File: config.mk
export PLATFORM = sky130hd
export DESIGN_NAME = irq_stat_bank
export DESIGN_NICKNAME = d
export VERILOG_FILES = /design/src/rtl/irq_stat_pkg.sv /design/src/rtl/irq_live_sampler.sv /design/src/rtl/irq_stat_reg.sv /design/src/rtl/irq_mask_reg.sv /design/src/rtl/irq_stat_bank.sv
export SDC_FILE = /design/constraint.sdc
export NUM_CORES = 1
export LEC_CHECK = 0
export CAP_MARGIN = 10
export CORE_ASPECT_RATIO = 0.6
export CORE_MARGIN = 2
export CORE_UTILIZATION = 35
export CTS_CLUSTER_SIZE = 25
export DETAILED_ROUTE_END_ITERATION = 8
export DONT_BUFFER_PORTS = 1
export PLACE_DENSITY = 0.61
export SKIP_CTS_REPAIR_TIMING = 1
export SYNTH_ARGS = -nofsm -noshare
export SYNTH_HDL_FRONTEND = slang
export SYNTH_SLANG_ARGS = --single-unit
File: constraint.sdc
create_clock -name clk -period 6.25 [get_ports clk]
set_clock_uncertainty 0.15 [all_clocks]
set_input_delay 1.25 -clock clk [delete_from_list [all_inputs] [get_ports clk]]
set_output_delay 1.25 -clock clk [all_outputs]
set_load 0.02 [all_outputs]
File: src/rtl/irq_stat_pkg.sv
package irq_stat_pkg;
  typedef enum logic [2:0] {
    RG_STAT,
    RG_MASK,
    RG_LIVE,
    RG_CFG,
    RG_NONE
  } region_e;
endpackage

File: src/rtl/irq_live_sampler.sv
module irq_live_sampler #(
  parameter int W = 48
) (
  input  logic         clk,
  input  logic         rst,
  input  logic [W-1:0] live_in,
  output logic [W-1:0] live_q,
  output logic [W-1:0] chg_o
);
  logic [W-1:0] live_prev;

  // During reset both stages track the input, so a level that does not
  // move across reset release yields no change pulse.
  always_ff @(posedge clk) begin
    if (rst) begin
      live_q    <= live_in;
      live_prev <= live_in;
    end else begin
      live_q    <= live_in;
      live_prev <= live_q;
    end
  end

  assign chg_o = live_q ^ live_prev;
endmodule

File: src/rtl/irq_stat_reg.sv
module irq_stat_reg #(
  parameter int W = 16
) (
  input  logic         clk,
  input  logic         rst,
  input  logic [W-1:0] set_i,
  input  logic [W-1:0] clr_i,
  output logic [W-1:0] stat_o
);
  // A set has priority over a clear on the same bit.
  always_ff @(posedge clk) begin
    if (rst) stat_o <= '0;
    else     stat_o <= (stat_o & ~clr_i) | set_i;
  end
endmodule

File: src/rtl/irq_mask_reg.sv
module irq_mask_reg #(
  parameter int W = 16
) (
  input  logic         clk,
  input  logic         rst,
  input  logic         we,
  input  logic [W-1:0] wd,
  output logic [W-1:0] mask_o
);
  always_ff @(posedge clk) begin
    if (rst)     mask_o <= '1;
    else if (we) mask_o <= wd;
  end
endmodule

File: src/rtl/irq_stat_bank.sv
module irq_stat_bank
  import irq_stat_pkg::*;
#(
  parameter int NUM_REGS = 3,
  parameter int REG_W    = 16,
  parameter int ADDR_W   = 4,
  parameter int DATA_W   = 16
) (
  input  logic                      clk,
  input  logic                      rst,
  input  logic [NUM_REGS*REG_W-1:0] live_in,
  input  logic [ADDR_W-1:0]         addr,
  input  logic                      rd_en,
  input  logic                      wr_en,
  input  logic [DATA_W-1:0]         wr_data,
  output logic [DATA_W-1:0]         rd_data,
  output logic                      irq_out
);
  localparam int TOT_W = NUM_REGS * REG_W;
  localparam logic [ADDR_W-1:0] A_MASK = ADDR_W'(NUM_REGS);
  localparam logic [ADDR_W-1:0] A_LIVE = ADDR_W'(2 * NUM_REGS);
  localparam logic [ADDR_W-1:0] A_CFG  = ADDR_W'(3 * NUM_REGS);

  logic [TOT_W-1:0]  live_all;
  logic [TOT_W-1:0]  edge_all;
  logic [TOT_W-1:0]  stat_all;
  logic [TOT_W-1:0]  mask_all;
  logic              cor_q;
  region_e           region;
  logic [ADDR_W-1:0] idx;
  logic [REG_W-1:0]  rd_mux;

  irq_live_sampler #(.W(TOT_W)) u_sampler (
    .clk     (clk),
    .rst     (rst),
    .live_in (live_in),
    .live_q  (live_all),
    .chg_o   (edge_all)
  );

  // Address decode into a region and an index within it.
  always_comb begin
    region = RG_NONE;
    idx    = '0;
    if (addr < A_MASK) begin
      region = RG_STAT;
      idx    = addr;
    end else if (addr < A_LIVE) begin
      region = RG_MASK;
      idx    = addr - A_MASK;
    end else if (addr < A_CFG) begin
      region = RG_LIVE;
      idx    = addr - A_LIVE;
    end else if (addr == A_CFG) begin
      region = RG_CFG;
    end
  end

  for (genvar g = 0; g < NUM_REGS; g++) begin : g_reg
    logic             sel_stat;
    logic             sel_mask;
    logic [REG_W-1:0] clr_vec;

    assign sel_stat = (region == RG_STAT) && (idx == ADDR_W'(g));
    assign sel_mask = (region == RG_MASK) && (idx == ADDR_W'(g));

    always_comb begin
      clr_vec = '0;
      if (cor_q) begin
        if (rd_en && sel_stat) clr_vec = '1;
      end else begin
        if (wr_en && sel_stat) clr_vec = wr_data[REG_W-1:0];
      end
    end

    irq_stat_reg #(.W(REG_W)) u_stat (
      .clk    (clk),
      .rst    (rst),
      .set_i  (edge_all[g*REG_W +: REG_W]),
      .clr_i  (clr_vec),
      .stat_o (stat_all[g*REG_W +: REG_W])
    );

    irq_mask_reg #(.W(REG_W)) u_mask (
      .clk    (clk),
      .rst    (rst),
      .we     (wr_en && sel_mask),
      .wd     (wr_data[REG_W-1:0]),
      .mask_o (mask_all[g*REG_W +: REG_W])
    );
  end

  always_ff @(posedge clk) begin
    if (rst)                            cor_q <= 1'b1;
    else if (wr_en && region == RG_CFG) cor_q <= wr_data[0];
  end

  always_comb begin
    rd_mux = '0;
    for (int k = 0; k < NUM_REGS; k++) begin
      if (idx == ADDR_W'(k)) begin
        case (region)
          RG_STAT: rd_mux = stat_all[k*REG_W +: REG_W];
          RG_MASK: rd_mux = mask_all[k*REG_W +: REG_W];
          RG_LIVE: rd_mux = live_all[k*REG_W +: REG_W];
          default: ;
        endcase
      end
    end
    if (region == RG_CFG) rd_mux = REG_W'(cor_q);
  end

  always_ff @(posedge clk) begin
    if (rst) begin
      rd_data <= '0;
      irq_out <= 1'b0;
    end else begin
      if (rd_en) rd_data <= DATA_W'(rd_mux);
      irq_out <= |(stat_all & ~mask_all);
    end
  end
endmodule

=== Yosys cells after proc, flatten, opt, wreduce, memory -nomap -nowiden ===
Cells that the tools add are included.
W data, S select, Z words.

* Add/subtract/negate cells: 2
* $mul: 0
* Divide/modulo/power cells: 0
* Magnitude comparators: 3
* Equality and inequality tests: 6
* Shift operators: 0
* Multiplexer cells: 24
* Bitwise gates (word level): 12
* Reduce and logical (&&, ||, !) cells: 19

{| class="wikitable"
|+ Operators with widths
! operator !! number
|-
| $mux W16 || 13
|-
| $pmux W16 S3 || 3
|-
| $and A16 B16 Y16 || 3
|-
| $and A48 B48 Y48 || 1
|-
| $mux W48 || 1
|-
| $not A16 Y16 || 3
|-
| $not A48 Y48 || 1
|-
| $or A16 B16 Y16 || 3
|-
| $reduce_or A48 Y1 || 1
|-
| $xor A48 B48 Y48 || 1
|-
| $logic_and A1 B1 Y1 || 16
|-
| $mux W3 || 4
|-
| $mux W4 || 3
|-
| $eq A3 B2 Y1 const B || 2
|-
| $eq A4 B1 Y1 const B || 1
|-
| $eq A4 B2 Y1 const B || 1
|-
| $eq A4 B4 Y1 const B || 1
|-
| $logic_not A4 Y1 || 1
|-
| $lt A4 B2 Y1 const B || 1
|-
| $lt A4 B3 Y1 const B || 1
|-
| $lt A4 B4 Y1 const B || 1
|-
| $sub A4 B2 Y4 const B || 1
|-
| $sub A4 B3 Y4 const B || 1
|-
| $eq A3 B1 Y1 const B || 1
|-
| $logic_not A3 Y1 || 1
|}

* Flip-flop bits (word level): 210
* Bits in latches: 0
* Memory bits (writable): 0
* ROM bits: 0
* Input bits: 72
* Word-level logic and storage cells: 77
* Memories: 0

=== Logic depth before layout (Yosys ltp) ===
* Depth after elaboration: 13
* Mapped depth: 11
* Mapped depth without buffers: 8

=== Cells and area by module ===
From an unflattened synthesis, not the netlist that was laid out.

* Cell total of the unflattened synthesis: 901
* Area, all modules: 9275.1 µm²

{| class="wikitable"
|+ Modules (own cells, without submodules)
! module !! instances !! cells an instance !! area an instance (µm²)
|-
| irq_live_sampler || 1 || 197 || 3001.6
|-
| irq_stat_bank || 1 || 347 || 2587.5
|-
| irq_stat_reg || 3 || 66 || 629.4
|-
| irq_mask_reg || 3 || 53 || 599.3
|}

=== Worst setup path before layout ===
Ideal clock, no wire load.

* Path type: input -> register
* From: input addr[1]
* To: register g_reg[1].u_mask.mask_o[6]
* Setup time: 0.120 ns
* Arrival time: 3.318 ns
* Setup slack: 2.662 ns
* Stages on the path: 10
* Cells stage by stage: clkbuf_2 > inv_1 > ha_1 > mux2_2 > a221oi_2 > o21ai_1 > nand2b_4 > buf_2 > and2_1 > a211o_1

* Word-level cells in the longest chain between the ends: 8

{| class="wikitable"
|+ Ends and longest elaborated chain
! element !! RTL line !! source
|-
| from (decl) || irq_stat_bank.sv:12 || <nowiki>input logic [ADDR_W-1:0] addr,</nowiki>
|-
| parallel branches: the longest is 6 deep, another holds $sub A4 B3 Y4 || -- ||
|-
| $logic_and A1 B1 Y1 (*) || irq_stat_bank.sv:65 || <nowiki>assign sel_mask = (region == RG_MASK) && (idx == ADDR_W'(g));</nowiki>
|-
| $logic_and A1 B1 Y1 (*) || irq_stat_bank.sv:87 || <nowiki>.we (wr_en && sel_mask),</nowiki>
|-
| to (signal assigned) || irq_mask_reg.sv:12 || <nowiki>else if (we) mask_o <= wd;</nowiki>
|-
| to (decl) || irq_mask_reg.sv:8 || <nowiki>output logic [W-1:0] mask_o</nowiki>
|}

Every way passes the cells marked *.
A chain may end at the register's enable or synchronous reset.

=== Final worst setup path ===
* From: input addr[0]
* To: register g_reg[0].u_stat.stat_o[12]

* Word-level cells in the longest chain between the ends: 13

{| class="wikitable"
|+ Ends and longest elaborated chain
! element !! RTL line !! source
|-
| parallel branches: the longest is 6 deep, another holds $sub A4 B3 Y4 || -- ||
|-
| $logic_and A1 B1 Y1 (*) || irq_stat_bank.sv:64 || <nowiki>assign sel_stat = (region == RG_STAT) && (idx == ADDR_W'(g));</nowiki>
|-
| $logic_and A1 B1 Y1 (on tied branches) || irq_stat_bank.sv:72, irq_stat_bank.sv:70 ||
|-
| $mux W16 (on tied branches) || irq_stat_bank.sv:72, irq_stat_bank.sv:70 ||
|-
| $mux W16 (*) || irq_stat_bank.sv:69 || <nowiki>if (cor_q) begin</nowiki>
|-
| $not A16 Y16 (*) || irq_stat_reg.sv:13 || <nowiki>else stat_o <= (stat_o & ~clr_i) | set_i;</nowiki>
|-
| $and A16 B16 Y16 (*) || irq_stat_reg.sv:13 ||
|-
| $or A16 B16 Y16 (*) || irq_stat_reg.sv:13 ||
|-
| to (signal assigned) || irq_stat_reg.sv:13 ||
|-
| to (decl) || irq_stat_reg.sv:8 || <nowiki>output logic [W-1:0] stat_o</nowiki>
|}

Marks and branches as above.

==> metrics <==
status complete, no violations; top-area cell type share of the netlist area 48.9%; DP HPWL 20100 um; commonest cells in the synthesized netlist dfxtp_1, o22ai_1, a211o_1, o21ai_0, inv_1; Syn Inst Count 844; CTS tree done; RSZ-0062 raised after global routing no; DP Area 8880 um2; vias in the first global route 6369; type of origin of the critical path primary input; final hold vios 0; I/O pin count 89; Starting Density 35.5%; DIE AREA 25900 um2; PD cells 329 nW/um2; first-pass GRT wire length 42400 um; Worst setup EP type flip-flop; GRT overflow 0; MaxCap Viol Count 0; DRT antenna net count 0; FMAX 0.272 GHz; DP Worst Slack 2090 ps; top_reg_cell synth dfxtp_1; largest net degree at the start of global routing 154; Max Slew Vio Count 0; Yosys Warn Count 0; Crit Path Max Fanout 41; register bit count reported by yosys 210; EDFF count, synth 0; share of synthesized registers carrying an async set or reset 0%; Worst EP required 6460 ps; core outline area 24200 um2; Filler Cell Count 2322; syn nets 921; port bufs 0; final setup vio count 0; First-pass DRT Iterations 5; antenna cell count 0; Core Rows 44; most frequent cell after synthesis dfxtp_1; final worst setup slack 2580 ps; Setup TNS Final 0 ps; Final #Nets 898; initial drt markers 986; Total GRT Usage 21.8%; top post-synthesis cells by area dfxtp_1, mux2_2, a211o_1; routed vias 6909; Die X-Extent 206 um; Worst-Margin Slew 1180 ps; Leak 3.64 nW; Design Area, Final 9590 um2; Final min period 3670 ps; Setup CP Type primary input to flip-flop; R2R cell count 3; die height 125 um; Final GP Congestion 0.936; Avg WL per Cell 24.7 um; HP Class flip-flop to flip-flop; H-Tree Depth 1; mapped cell area 8590 um2; Worst-Skew Late Latency 520 ps; maximum vdd drop 0.196 mV; clk slew on worst S/H paths 60 ps; Min-Delay Path Depth 2; DR vias/cell 5.97; final std cells w/o fill 1157; placed insts 1121; Crit path arrival time 3890 ps; Seq/Total Area, Yosys 48.9%; Bufs on Longest Clock Path 3; # DRC 0; WL final 28500 um; WHS 358 ps; Synth Area per Inst 10.2 um2; cts bufs inserted 20; Final period util 58.8%; Layout Area Growth over Synthesis 11.7%; initial antenna violation count 1; relative slew slack 21.2%; Synth area leader dfxtp_1; Root Buffer clkbuf_16; Synth cell types 56; clk sinks 210; fraction of layout cells with a size suffix above 1 14.3%
power breakdown:
part / leakage [nW] / internal [W] / switching, W / total, W
sequential: 1.75 / 0.00144 / 0.0000973 / 0.00154
combinational: 1.54 / 0.000142 / 0.000168 / 0.000309
clock: 0.355 / 0.000779 / 0.000532 / 0.00131
through the flow:
stage | total power (W) | util [%]
floorplan | 0.00177 | -
global placement | 0.00186 | 36.8
detailed placement | 0.00186 | 36.8
CTS | 0.00316 | 39.7
global route | 0.00326 | 39.7
finish | 0.00316 | 39.7
layout by cell type (no fill, tap or decap), drive strengths merged, types with 2 or more instances in the layout:
| cell | count |
|---|---|
| clkbuf | 30 |
| nor2 | 9 |
| a21oi | 16 |
| bufinv | 2 |
| o21ai | 58 |
| a211oi | 4 |
| a221oi | 42 |
| nand3b | 2 |
| nand3 | 2 |
| mux2 | 49 |
| or2b | 2 |
| and2 | 41 |
| nor4bb | 2 |
| clkinv | 4 |
| a211o | 57 |
| nor2b | 3 |
| o22ai | 61 |
| nor3 | 18 |
| a41oi | 7 |
| xnor2 | 49 |
| nand4 | 3 |
| dfxtp | 210 |
| a222oi | 19 |
| buf | 13 |
| nand2 | 37 |
| o21bai | 3 |
| nor4 | 2 |
| nand2b | 5 |
| a22o | 14 |
| ha | 5 |
| inv | 53 |
layout make-up:
type	instances	area [um2]	area share, %
clock buffer	30	629	6.56
clock inverter	6	80.1	0.835
inverter	53	199	2.07
multi-input combinational	523	3980	41.5
sequential	210	4200	43.8
tap	322	403	4.20
timing repair buffer	13	97.6	1.02
path summary, 6_finish.rpt:
check / startpoint / endpoint / slack, ps
setup / recovery: addr[0] / g_reg[0].u_stat.stat_o[12]$_SDFF_PP0_ / 2580
hold / removal: g_reg[1].u_stat.stat_o[9]$_SDFF_PP0_ / g_reg[1].u_stat.stat_o[9]$_SDFF_PP0_ / 360
setup reg to reg: cor_q$_SDFFE_PP1P_ / g_reg[2].u_stat.stat_o[0]$_SDFF_PP0_ / 4400
hold reg to reg: g_reg[1].u_stat.stat_o[9]$_SDFF_PP0_ / g_reg[1].u_stat.stat_o[9]$_SDFF_PP0_ / 360
layer usage:
layer,share of wire [%],GRT usage [%],wire (um),vias to the layer above
met5,0,0,0,-
met4,1.1,3.28,317,0
met3,17,10.8,4980,25
met2,34,24.7,9640,469
met1,48,35.4,13600,3317
li1,-,-,-,3098
critical path, stage by stage:
cell and delay [ps]:
ha_1 330, xnor2_1 160, o32ai_1 130, nor2_2 100, buf_4 420, nand2_1 510, o21bai_2 760, o22ai_1 200
registers in the layout (all words and copies together), names as in the netlist:
register and flops:
g.u_mask.mask_o 48, g.u_stat.stat_o 48, u_sampler.live_prev 48, u_sampler.live_q 48, rd_data 16, cor_q 1, irq_out 1
kinds of logic after synthesis:
group / after synthesis / synth area share (%)
AOI/OAI and AO/OA: 286 / 24.6
DFF: 210 / 48.9
and+or+nand+nor: 132 / 8.91
buffers and inverters: 111 / 5.20
xor gates and xnor gates: 50 / 5.10
muxes: 50 / 6.54
adders and majority gates: 5 / 0.728
Note: power is estimated with default switching activity, not from simulation.
